File: src/rtl/igf_pkg.sv
package igf_pkg;
  localparam int CLS_W = 4;

  typedef enum logic [CLS_W-1:0] {
    IC_NOP   = 4'd0,
    IC_ALU   = 4'd1,
    IC_SHIFT = 4'd2,
    IC_CCSET = 4'd3,
    IC_FMUL  = 4'd4,
    IC_FADD  = 4'd5,
    IC_BR    = 4'd6,
    IC_LOAD  = 4'd7,
    IC_STORE = 4'd8,
    IC_CALL  = 4'd9,
    IC_JLINK = 4'd10,
    IC_FCMP  = 4'd11,
    IC_BRREG = 4'd12
  } iclass_e;

  // Resource needs of one decoded lane
  typedef struct packed {
    logic pin_last;   // must take the last slot
    logic low_only;   // restricted to slots below the last
    logic use_u0;     // integer unit 0
    logic use_u1;     // integer unit 1
    logic use_ls;     // memory port
    logic int_wr;     // integer register write port
    logic ends_grp;   // nothing younger joins
  } ires_t;
endpackage

File: src/rtl/igf_lane_decode.sv
module igf_lane_decode
  import igf_pkg::*;
(
  input  logic [CLS_W-1:0] cls,
  input  logic             brk,
  output ires_t            res
);
  always_comb begin
    res = '0;
    unique case (cls)
      IC_ALU:   begin res.low_only = 1'b1; res.int_wr = 1'b1; end
      IC_SHIFT: begin res.low_only = 1'b1; res.use_u0 = 1'b1; res.int_wr = 1'b1; end
      IC_CCSET: begin res.low_only = 1'b1; res.use_u1 = 1'b1; res.int_wr = 1'b1; end
      IC_FMUL,
      IC_FADD,
      IC_BR:    res.pin_last = 1'b1;
      IC_BRREG: begin res.pin_last = 1'b1; res.use_u1 = 1'b1; end
      IC_LOAD:  begin res.low_only = 1'b1; res.use_ls = 1'b1; res.int_wr = 1'b1; end
      IC_STORE: begin res.low_only = 1'b1; res.use_ls = 1'b1; end
      IC_CALL:  begin res.low_only = 1'b1; res.use_u1 = 1'b1; res.int_wr = 1'b1;
                      res.ends_grp = 1'b1; end
      IC_JLINK: begin res.low_only = 1'b1; res.use_u1 = 1'b1; res.use_ls = 1'b1;
                      res.int_wr = 1'b1; res.ends_grp = 1'b1; end
      IC_FCMP:  begin res.low_only = 1'b1; res.use_u1 = 1'b1; end
      default:  res = '0;
    endcase
    if (brk) res.ends_grp = 1'b1;
  end
endmodule

File: src/rtl/igf_chain.sv
module igf_chain
  import igf_pkg::*;
#(
  parameter int LANES   = 4,
  parameter int MAX_IWR = 2,
  localparam int SLOT_W = $clog2(LANES),
  localparam int CNT_W  = $clog2(LANES + 1)
) (
  input  logic [LANES-1:0]             vld,
  input  logic [LANES-1:0]             solo,
  input  ires_t [LANES-1:0]            res,
  output logic [LANES-1:0]             iss,
  output logic [CNT_W-1:0]             cnt,
  output logic [LANES-1:0][SLOT_W-1:0] slot
);
  localparam int LAST = LANES - 1;

  always_comb begin
    int  pos, n_u0, n_u1, n_ls, n_iw;
    logic done, fit;
    pos = 0; n_u0 = 0; n_u1 = 0; n_ls = 0; n_iw = 0;
    done = 1'b0;
    iss  = '0;
    slot = '0;
    for (int j = 0; j < LANES; j++) begin
      fit = vld[j] && !done;
      if (solo[j] && pos != 0)                            fit = 1'b0;
      if (!res[j].pin_last && res[j].low_only && pos >= LAST) fit = 1'b0;
      if (res[j].use_u0 && n_u0 != 0)                     fit = 1'b0;
      if (res[j].use_u1 && n_u1 != 0)                     fit = 1'b0;
      if (res[j].use_ls && n_ls != 0)                     fit = 1'b0;
      if (res[j].int_wr && n_iw >= MAX_IWR)               fit = 1'b0;
      if (fit) begin
        iss[j]  = 1'b1;
        slot[j] = res[j].pin_last ? SLOT_W'(LAST) : SLOT_W'(pos);
        pos  = pos + 1;
        n_u0 = n_u0 + int'(res[j].use_u0);
        n_u1 = n_u1 + int'(res[j].use_u1);
        n_ls = n_ls + int'(res[j].use_ls);
        n_iw = n_iw + int'(res[j].int_wr);
        if (solo[j] || res[j].ends_grp || res[j].pin_last) done = 1'b1;
      end else begin
        done = 1'b1;
      end
    end
    cnt = CNT_W'(pos);
  end
endmodule

File: src/rtl/issue_group_former.sv
module issue_group_former
  import igf_pkg::*;
#(
  parameter int LANES   = 4,
  parameter int MAX_IWR = 2,
  localparam int SLOT_W = $clog2(LANES),
  localparam int CNT_W  = $clog2(LANES + 1)
) (
  input  logic                      clk,
  input  logic                      rst_n,
  input  logic [LANES-1:0]          head_vld,
  input  logic [LANES*CLS_W-1:0]    head_cls,
  input  logic [LANES-1:0]          head_solo,
  input  logic [LANES-1:0]          head_brk,
  output logic [CNT_W-1:0]          grp_cnt,
  output logic [LANES-1:0]          grp_mask,
  output logic [LANES*SLOT_W-1:0]   grp_slot,
  output logic                      grp_stall
);
  ires_t [LANES-1:0]             lane_res;
  logic  [LANES-1:0]             c_iss;
  logic  [CNT_W-1:0]             c_cnt;
  logic  [LANES-1:0][SLOT_W-1:0] c_slot;
  logic  [LANES-1:0]             u0_v, u1_v, ls_v, iw_v, pin_v;

  for (genvar g = 0; g < LANES; g++) begin : g_lane
    igf_lane_decode u_dec (
      .cls (head_cls[g*CLS_W +: CLS_W]),
      .brk (head_brk[g]),
      .res (lane_res[g])
    );
    assign u0_v[g]  = lane_res[g].use_u0;
    assign u1_v[g]  = lane_res[g].use_u1;
    assign ls_v[g]  = lane_res[g].use_ls;
    assign iw_v[g]  = lane_res[g].int_wr;
    assign pin_v[g] = lane_res[g].pin_last;
  end

  igf_chain #(.LANES(LANES), .MAX_IWR(MAX_IWR)) u_chain (
    .vld  (head_vld),
    .solo (head_solo),
    .res  (lane_res),
    .iss  (c_iss),
    .cnt  (c_cnt),
    .slot (c_slot)
  );

  always_ff @(posedge clk or negedge rst_n) begin
    if (!rst_n) begin
      grp_cnt   <= '0;
      grp_mask  <= '0;
      grp_slot  <= '0;
      grp_stall <= 1'b1;
    end else begin
      grp_cnt   <= c_cnt;
      grp_mask  <= c_iss;
      grp_slot  <= c_slot;
      grp_stall <= !head_vld[0];
    end
  end

  // Registered result consistency
  assert_stall_zero_R2: assert property (@(posedge clk) disable iff (!rst_n)
    grp_stall == (grp_cnt == '0));
  assert_head_idle_R2: assert property (@(posedge clk) disable iff (!rst_n)
    !head_vld[0] |=> grp_stall);
  assert_mask_prefix_R1: assert property (@(posedge clk) disable iff (!rst_n)
    grp_mask == LANES'((1 << grp_cnt) - 1));
  // Unit and port exclusivity on the chosen group
  assert_one_shift_R3: assert property (@(posedge clk) disable iff (!rst_n)
    $countones(c_iss & u0_v) <= 1);
  assert_one_u1_R4: assert property (@(posedge clk) disable iff (!rst_n)
    $countones(c_iss & u1_v) <= 1);
  assert_one_mem_R6: assert property (@(posedge clk) disable iff (!rst_n)
    $countones(c_iss & ls_v) <= 1);
  assert_int_wr_R9: assert property (@(posedge clk) disable iff (!rst_n)
    $countones(c_iss & iw_v) <= MAX_IWR);
  assert_solo_alone_R7: assert property (@(posedge clk) disable iff (!rst_n)
    (|(c_iss & head_solo)) |-> (c_iss == LANES'(1)));

  for (genvar g = 0; g < LANES; g++) begin : g_chk
    assert_pin_last_R5: assert property (@(posedge clk) disable iff (!rst_n)
      (c_iss[g] && pin_v[g]) |-> (c_slot[g] == SLOT_W'(LANES - 1)));
    if (g < LANES - 1) begin : g_tail
      assert_pin_ends_R5: assert property (@(posedge clk) disable iff (!rst_n)
        (c_iss[g] && pin_v[g]) |-> !c_iss[g+1]);
    end
  end
endmodule

File: config.mk
export PLATFORM = sky130hd
export DESIGN_NAME = issue_group_former
export DESIGN_NICKNAME = d
export VERILOG_FILES = /design/src/rtl/igf_pkg.sv /design/src/rtl/igf_lane_decode.sv /design/src/rtl/igf_chain.sv /design/src/rtl/issue_group_former.sv
export SDC_FILE = /design/constraint.sdc
export NUM_CORES = 1
export LEC_CHECK = 0
export BUFFER_PORTS_ARGS = -buffer_cell sky130_fd_sc_hd__buf_2
export CAP_MARGIN = 5
export CORE_AREA = 2 2 72 74
export CTS_BUF_LIST = sky130_fd_sc_hd__clkbuf_16
export CTS_CLUSTER_SIZE = 20
export DETAILED_ROUTE_END_ITERATION = 16
export DIE_AREA = 0 0 74 76
export SLEW_MARGIN = 0
export SYNTH_ARGS = -nofsm -noshare
export SYNTH_HDL_FRONTEND = slang
export SYNTH_SLANG_ARGS = --single-unit
File: constraint.sdc
create_clock -name clk -period 0.8 [get_ports clk]
set_input_delay 0.08 -clock clk [delete_from_list [all_inputs] [get_ports clk]]
set_output_delay 0.08 -clock clk [all_outputs]
set_load 0.005 [all_outputs]
Word-level counts from Yosys, hierarchy flattened
Index checks and enable logic that the tools add are counted.
Word-level totals
  register bits after elaboration: 16
  input bits: 30
  output and inout port bits: 16
  logic and storage cells: 221
Operators by class
  $add $sub $neg: 11
  order comparisons: 6
  eq/ne operators: 48
  mux-type cells: 81
  reduce and logical (&&, ||, !) cells: 71
Operator list (number)
  nonzero test 32 bit: 12
  two-way mux 32 bit: 10
  adder 32 x 2 -> 32 bit: 4
  >= comparator 32 x 3 -> 1 bit, second input constant: 4
  equality test 4 bit, second input constant: 20
  equality test 4 x 3 -> 1 bit, second input constant: 16
  two-way mux 1 bit: 62
  adder 32 x 2 -> 32 bit, second input constant: 1
  equality test 4 x 2 -> 1 bit, second input constant: 8
  logical AND 1 bit: 24
  OR reduction 6 bit: 4
  OR reduction 8 bit: 3
  OR reduction 5 bit: 4
  equality test 4 x 1 -> 1 bit, second input constant: 4
  two-way mux 2 bit: 8
  OR reduction 4 bit: 4
  OR reduction 3 bit: 4
  adder 1 x 1 -> 2 bit: 4
  logical NOT 1 bit: 7
  logical OR 1 bit: 6
  OR reduction 2 bit: 3
  >= comparator 1 x 2 -> 1 bit, second input constant: 2
  adder 3 x 2 -> 3 bit, second input constant: 1
  two-way mux 3 bit: 1
  adder 1 x 1 -> 2 bit, second input constant: 1

Longest topological paths before layout
  word-level depth: 35
  mapped depth: 25
  gate-level depth less buffers: 23

Hierarchy
From an unflattened synthesis, not the netlist that was laid out.
Second synthesis, totals
  cell total of the unflattened synthesis: 192
  area total of the unflattened synthesis: 1555.2 µm²
By module, submodules not included
  igf_chain: times used 1, cells each 83, area an instance 634.4 µm², seq. area each 0.0 µm²
  igf_lane_decode: times used 4, cells each 23, area an instance 128.9 µm², seq. area each 0.0 µm²
  issue_group_former: times used 1, cells each 17, area an instance 405.4 µm², seq. area each 401.6 µm²

Worst setup path before layout
Ideal clock, no wire load.
  path kind: input to register
  start: input head_cls[0]
  end: register grp_cnt[1]
  setup time: 0.124 ns
  data arrival time: 4.513 ns
  path slack: -3.837 ns
  cell stages on the path: 24
  buffers on the path: 2
  path through: clkbuf_1 > o21ai_0 > a21oi_1 > a31oi_1 > nor2_1 > ha_1 > or4_4 > nor4_4 > and2_2 > clkbuf_1 > ha_1 > and2_1 > o21a_1 > a2111oi_4 > xnor2_1 > inv_1 > ha_1 > inv_1 > ha_1 > and3_1 > o22ai_1 > a32oi_1 > nand4b_1 > o31a_1
Between the ends
  cells in the longest elaborated chain, start to end: 35
  elaborated cells between the ends (all ways): 113
  those cells by class: 10 x add/sub; 5 x order compare; 12 x eq/ne; 46 x mux; 40 x reduce/logical
RTL lines
  from (decl): RTL line issue_group_former.sv:12  | input logic [LANES*CLS_W-1:0] head_cls,
  branches (longest 34 deep; another with equality test 4 bit)
  two-way mux 3 bit *: RTL line igf_chain.sv:33  | if (fit) begin
  named net c_cnt[1]: RTL line issue_group_former.sv:22  | logic [CNT_W-1:0] c_cnt;
  to (signal assigned): RTL line issue_group_former.sv:55  | grp_cnt <= c_cnt;
  to (decl): RTL line issue_group_former.sv:15  | output logic [CNT_W-1:0] grp_cnt,
Mark *: on every way through the listed nets, which the timed path passes.

Worst setup path after layout
Same ends and word-level chain as after synthesis.

==> metrics <==
Initial Util 0.290; PortBufs 44; CTS tree built; die height 76 um; H-tree depth 1; max frequency 258 MHz; Mapped Area 1420 sq um; Main synth FF type dfrtp_1; Tot Pwr 0.00239 W; vias 1473; Core ar. 4910 sq um; Via-to-Cell Ratio 4.50; Max Slew Vio Count 0; setup ws final -3.07 ns; CP Data Required Time 0.92 ns; drt first pass iters 5; max-cap violation count 0; grt ovf 0; peak supply drop 0.670 mV; die width 74 um; CTS Buffer Depth 2; I/O pin count 46; GR Util All Layers 0.128; Final Hold Viols 0; row count 26; Fillers 472; initial antenna violation count 0; placed cells 320; CP Launch Type primary input; Yosys reg bits 15; setup violators final 13; Reg clk slew, reported paths 0.04 ns; Async S/R FF share, synth 1.00; violated checks setup timing; Reg power frac 0.325; pin count of the biggest net entering global routing 16; first-pass GRT wire length 5850 um; Critical Path Fanout Max 6; P_leak 1.14 nW; RePlAce Congestion 0.844; Hold Crit Depth 2; Post-Route WL 3470 um; n_diodes 0; cell count after synthesis 169; Finished Cell Area 2270 sq um; DP Area 2070 sq um; Final period util 4.84; Setup crit end kind flop; yosys warns 0; CTS Buf Count 3; clock share of power 0.384; clock tree sinks 15; internal power 0.00180 W; routed len/inst 10.6 um; PD cells 1060 nW/um^2; sequential-to-total area share from yosys stat 0.264; Sw Pwr 0.000597 W; synth unique cells 50; Net count, final 303; sw frac 0.249; CP Class in2reg; Post-synth EDFFs 0; Layout area overhead 59.1%; unrepaired setup endpoints after global routing true; drt drc 0; worst hold start head_vld[0]; minimum clock period 3.87 ns; HPWL reported at the end of detailed placement 2930 um; Core Util, Final 0.461; Hold Path Class in2reg; WP data arrival 4.00 ns; Root Driver clkbuf_16; Logic pwr share 0.291; vias in the first global route 1368; die area 5620 sq um; ANT nets after route 0; layout cells sized above 1 0.502; Post-Layout Cell Count 327; status finished, violations left; DRT iter0 DRCs 90; post-place setup slack -3.54 ns; Avg Synthesized Cell Area 8.43 sq um; Hold Crit Endpoint grp_mask[0]$_DFF_PN0_
==> cell type report <==
class                   count  area (sq um)  area share
inverters                  12          47.5      0.0210
clock buffers               3          75.1      0.0331
flip-flops and latches     15           377       0.166
clock inverters             1          3.75     0.00166
well taps                  70          87.6      0.0387
multi-input cells         133          1050       0.462
repair buffers             93           628       0.277
==> sequential cells by signal, summed over array words and instances (netlist names) <==
signal / cells
grp_mask: 4
grp_slot: 7
grp_cnt: 3
grp_stall: 1
==> cells by family after synthesis <==
group | after synthesis | synth area share
and+or+nand+nor | 67 | 0.265
muxes | 7 | 0.0518
adders and majority gates | 15 | 0.132
other | 1 | 0.00263
xor gates and xnor gates | 4 | 0.0246
buffers and inverters | 23 | 0.0677
DFF | 15 | 0.265
AOI/OAI and AO/OA | 37 | 0.192
==> worst max-delay path, cell delays in order <==
cell and delay (ns):
buf_8 0.11, o21ai_2 0.13, a21oi_1 0.09, a31oi_1 0.15, nor2_1 0.07, ha_2 0.18, or4_4 0.43, nor4_4 0.28
and2_4 0.20, ha_4 0.19, and2_4 0.13, o21a_1 0.12, a2111oi_4 0.29, xnor2_1 0.20, inv_1 0.07, ha_2 0.18
inv_2 0.06, ha_4 0.13, and3_4 0.17, o22ai_2 0.05, a32oi_1 0.15, nand4b_1 0.14, buf_4 0.16, o31a_1 0.23
==> placed cells by master (no fill, tap or decap), types with 3 or more instances in the layout <==
master | synthesis | layout
buf_2 | 2 | 41
o21a_1 | 3 | 3
mux2_2 | 3 | 3
dfrtp_1 | 14 | 14
nand2_1 | 9 | 9
ha_2 | 0 | 4
conb_1 | 1 | 3
clkbuf_16 | 0 | 3
o21ai_0 | 6 | 3
buf_6 | 0 | 6
and2_4 | 0 | 3
xnor2_1 | 3 | 3
nand2b_1 | 7 | 6
ha_1 | 15 | 9
nor3_1 | 8 | 8
buf_4 | 2 | 44
nor2_1 | 21 | 19
a21oi_1 | 8 | 7
inv_1 | 11 | 10
mux2i_1 | 4 | 4
==> routing by layer <==
layer | global-route usage | part of all wire | routed length, um | vias up
met5 | 0 | 0 | 0 | -
met4 | 0.0382 | 0.012 | 42 | 0
met3 | 0.00794 | 0.039 | 134 | 6
met2 | 0.223 | 0.49 | 1690 | 37
met1 | 0.167 | 0.46 | 1600 | 652
li1 | - | - | - | 778
==> power by group through the flow <==
stage / logic, W / registers, W / clock network, W
after floorplan: 0.000346 / 0.000793 / 0
after detailed placement: 0.000648 / 0.000789 / 0
final: 0.000696 / 0.000778 / 0.000920
after global placement: 0.000641 / 0.000789 / 0
after CTS: 0.000685 / 0.000778 / 0.000946
after global routing: 0.000781 / 0.000779 / 0.000978
==> per-stage QoR <==
stage	hold slack (ns)	TNS, ns
4_1_cts	0.142	-26.10
3_3_place_gp	-0.0134	-31.20
6_report	0.145	-26.58
2_1_floorplan	-0.216	-31.54
3_5_place_dp	-0.0161	-32.01
5_1_grt	0.162	-28.63
==> what timing repair did <==
item                                    CTS  global route
endpoints found under the setup margin   17            27
hold buffers                              1             0
resized for setup                        23             6
endpoints found under the hold margin    15             0
pin swaps                                14             2
setup buffers                             0             3
==> how the worst max path moves through the flow <==
stage / depth (start not counted) / to / slack, ns / from
after floorplan: 24 / grp_cnt[1]$_DFF_PN0_ / -3.65 / head_cls[3]
after global placement: 25 / grp_cnt[2]$_DFF_PN0_ / -3.42 / head_cls[3]
after detailed placement: 25 / grp_cnt[2]$_DFF_PN0_ / -3.54 / head_cls[3]
after CTS: 25 / grp_cnt[2]$_DFF_PN0_ / -3.03 / head_cls[0]
after global routing: 25 / grp_cnt[2]$_DFF_PN0_ / -3.28 / head_cls[0]
final: 24 / grp_cnt[1]$_DFF_PN0_ / -3.07 / head_cls[0]
==> cell usage after synthesis (3+ instances only) <==
cell	instances	area share
inv_1	11	0.029
nor2_1	21	0.055
dfrtp_1	14	0.25
o21ai_0	6	0.021
ha_1	15	0.13
o22ai_1	3	0.013
nand2b_1	7	0.031
nor3_1	8	0.028
mux2_2	3	0.024
a21oi_1	8	0.028
xnor2_1	3	0.018
clkbuf_1	7	0.018
and3_1	3	0.013
o21a_1	3	0.016
nor3b_1	3	0.016
nand2_1	9	0.024
mux2i_1	4	0.028
No activity file was read; power rests on OpenSTA's default activity.
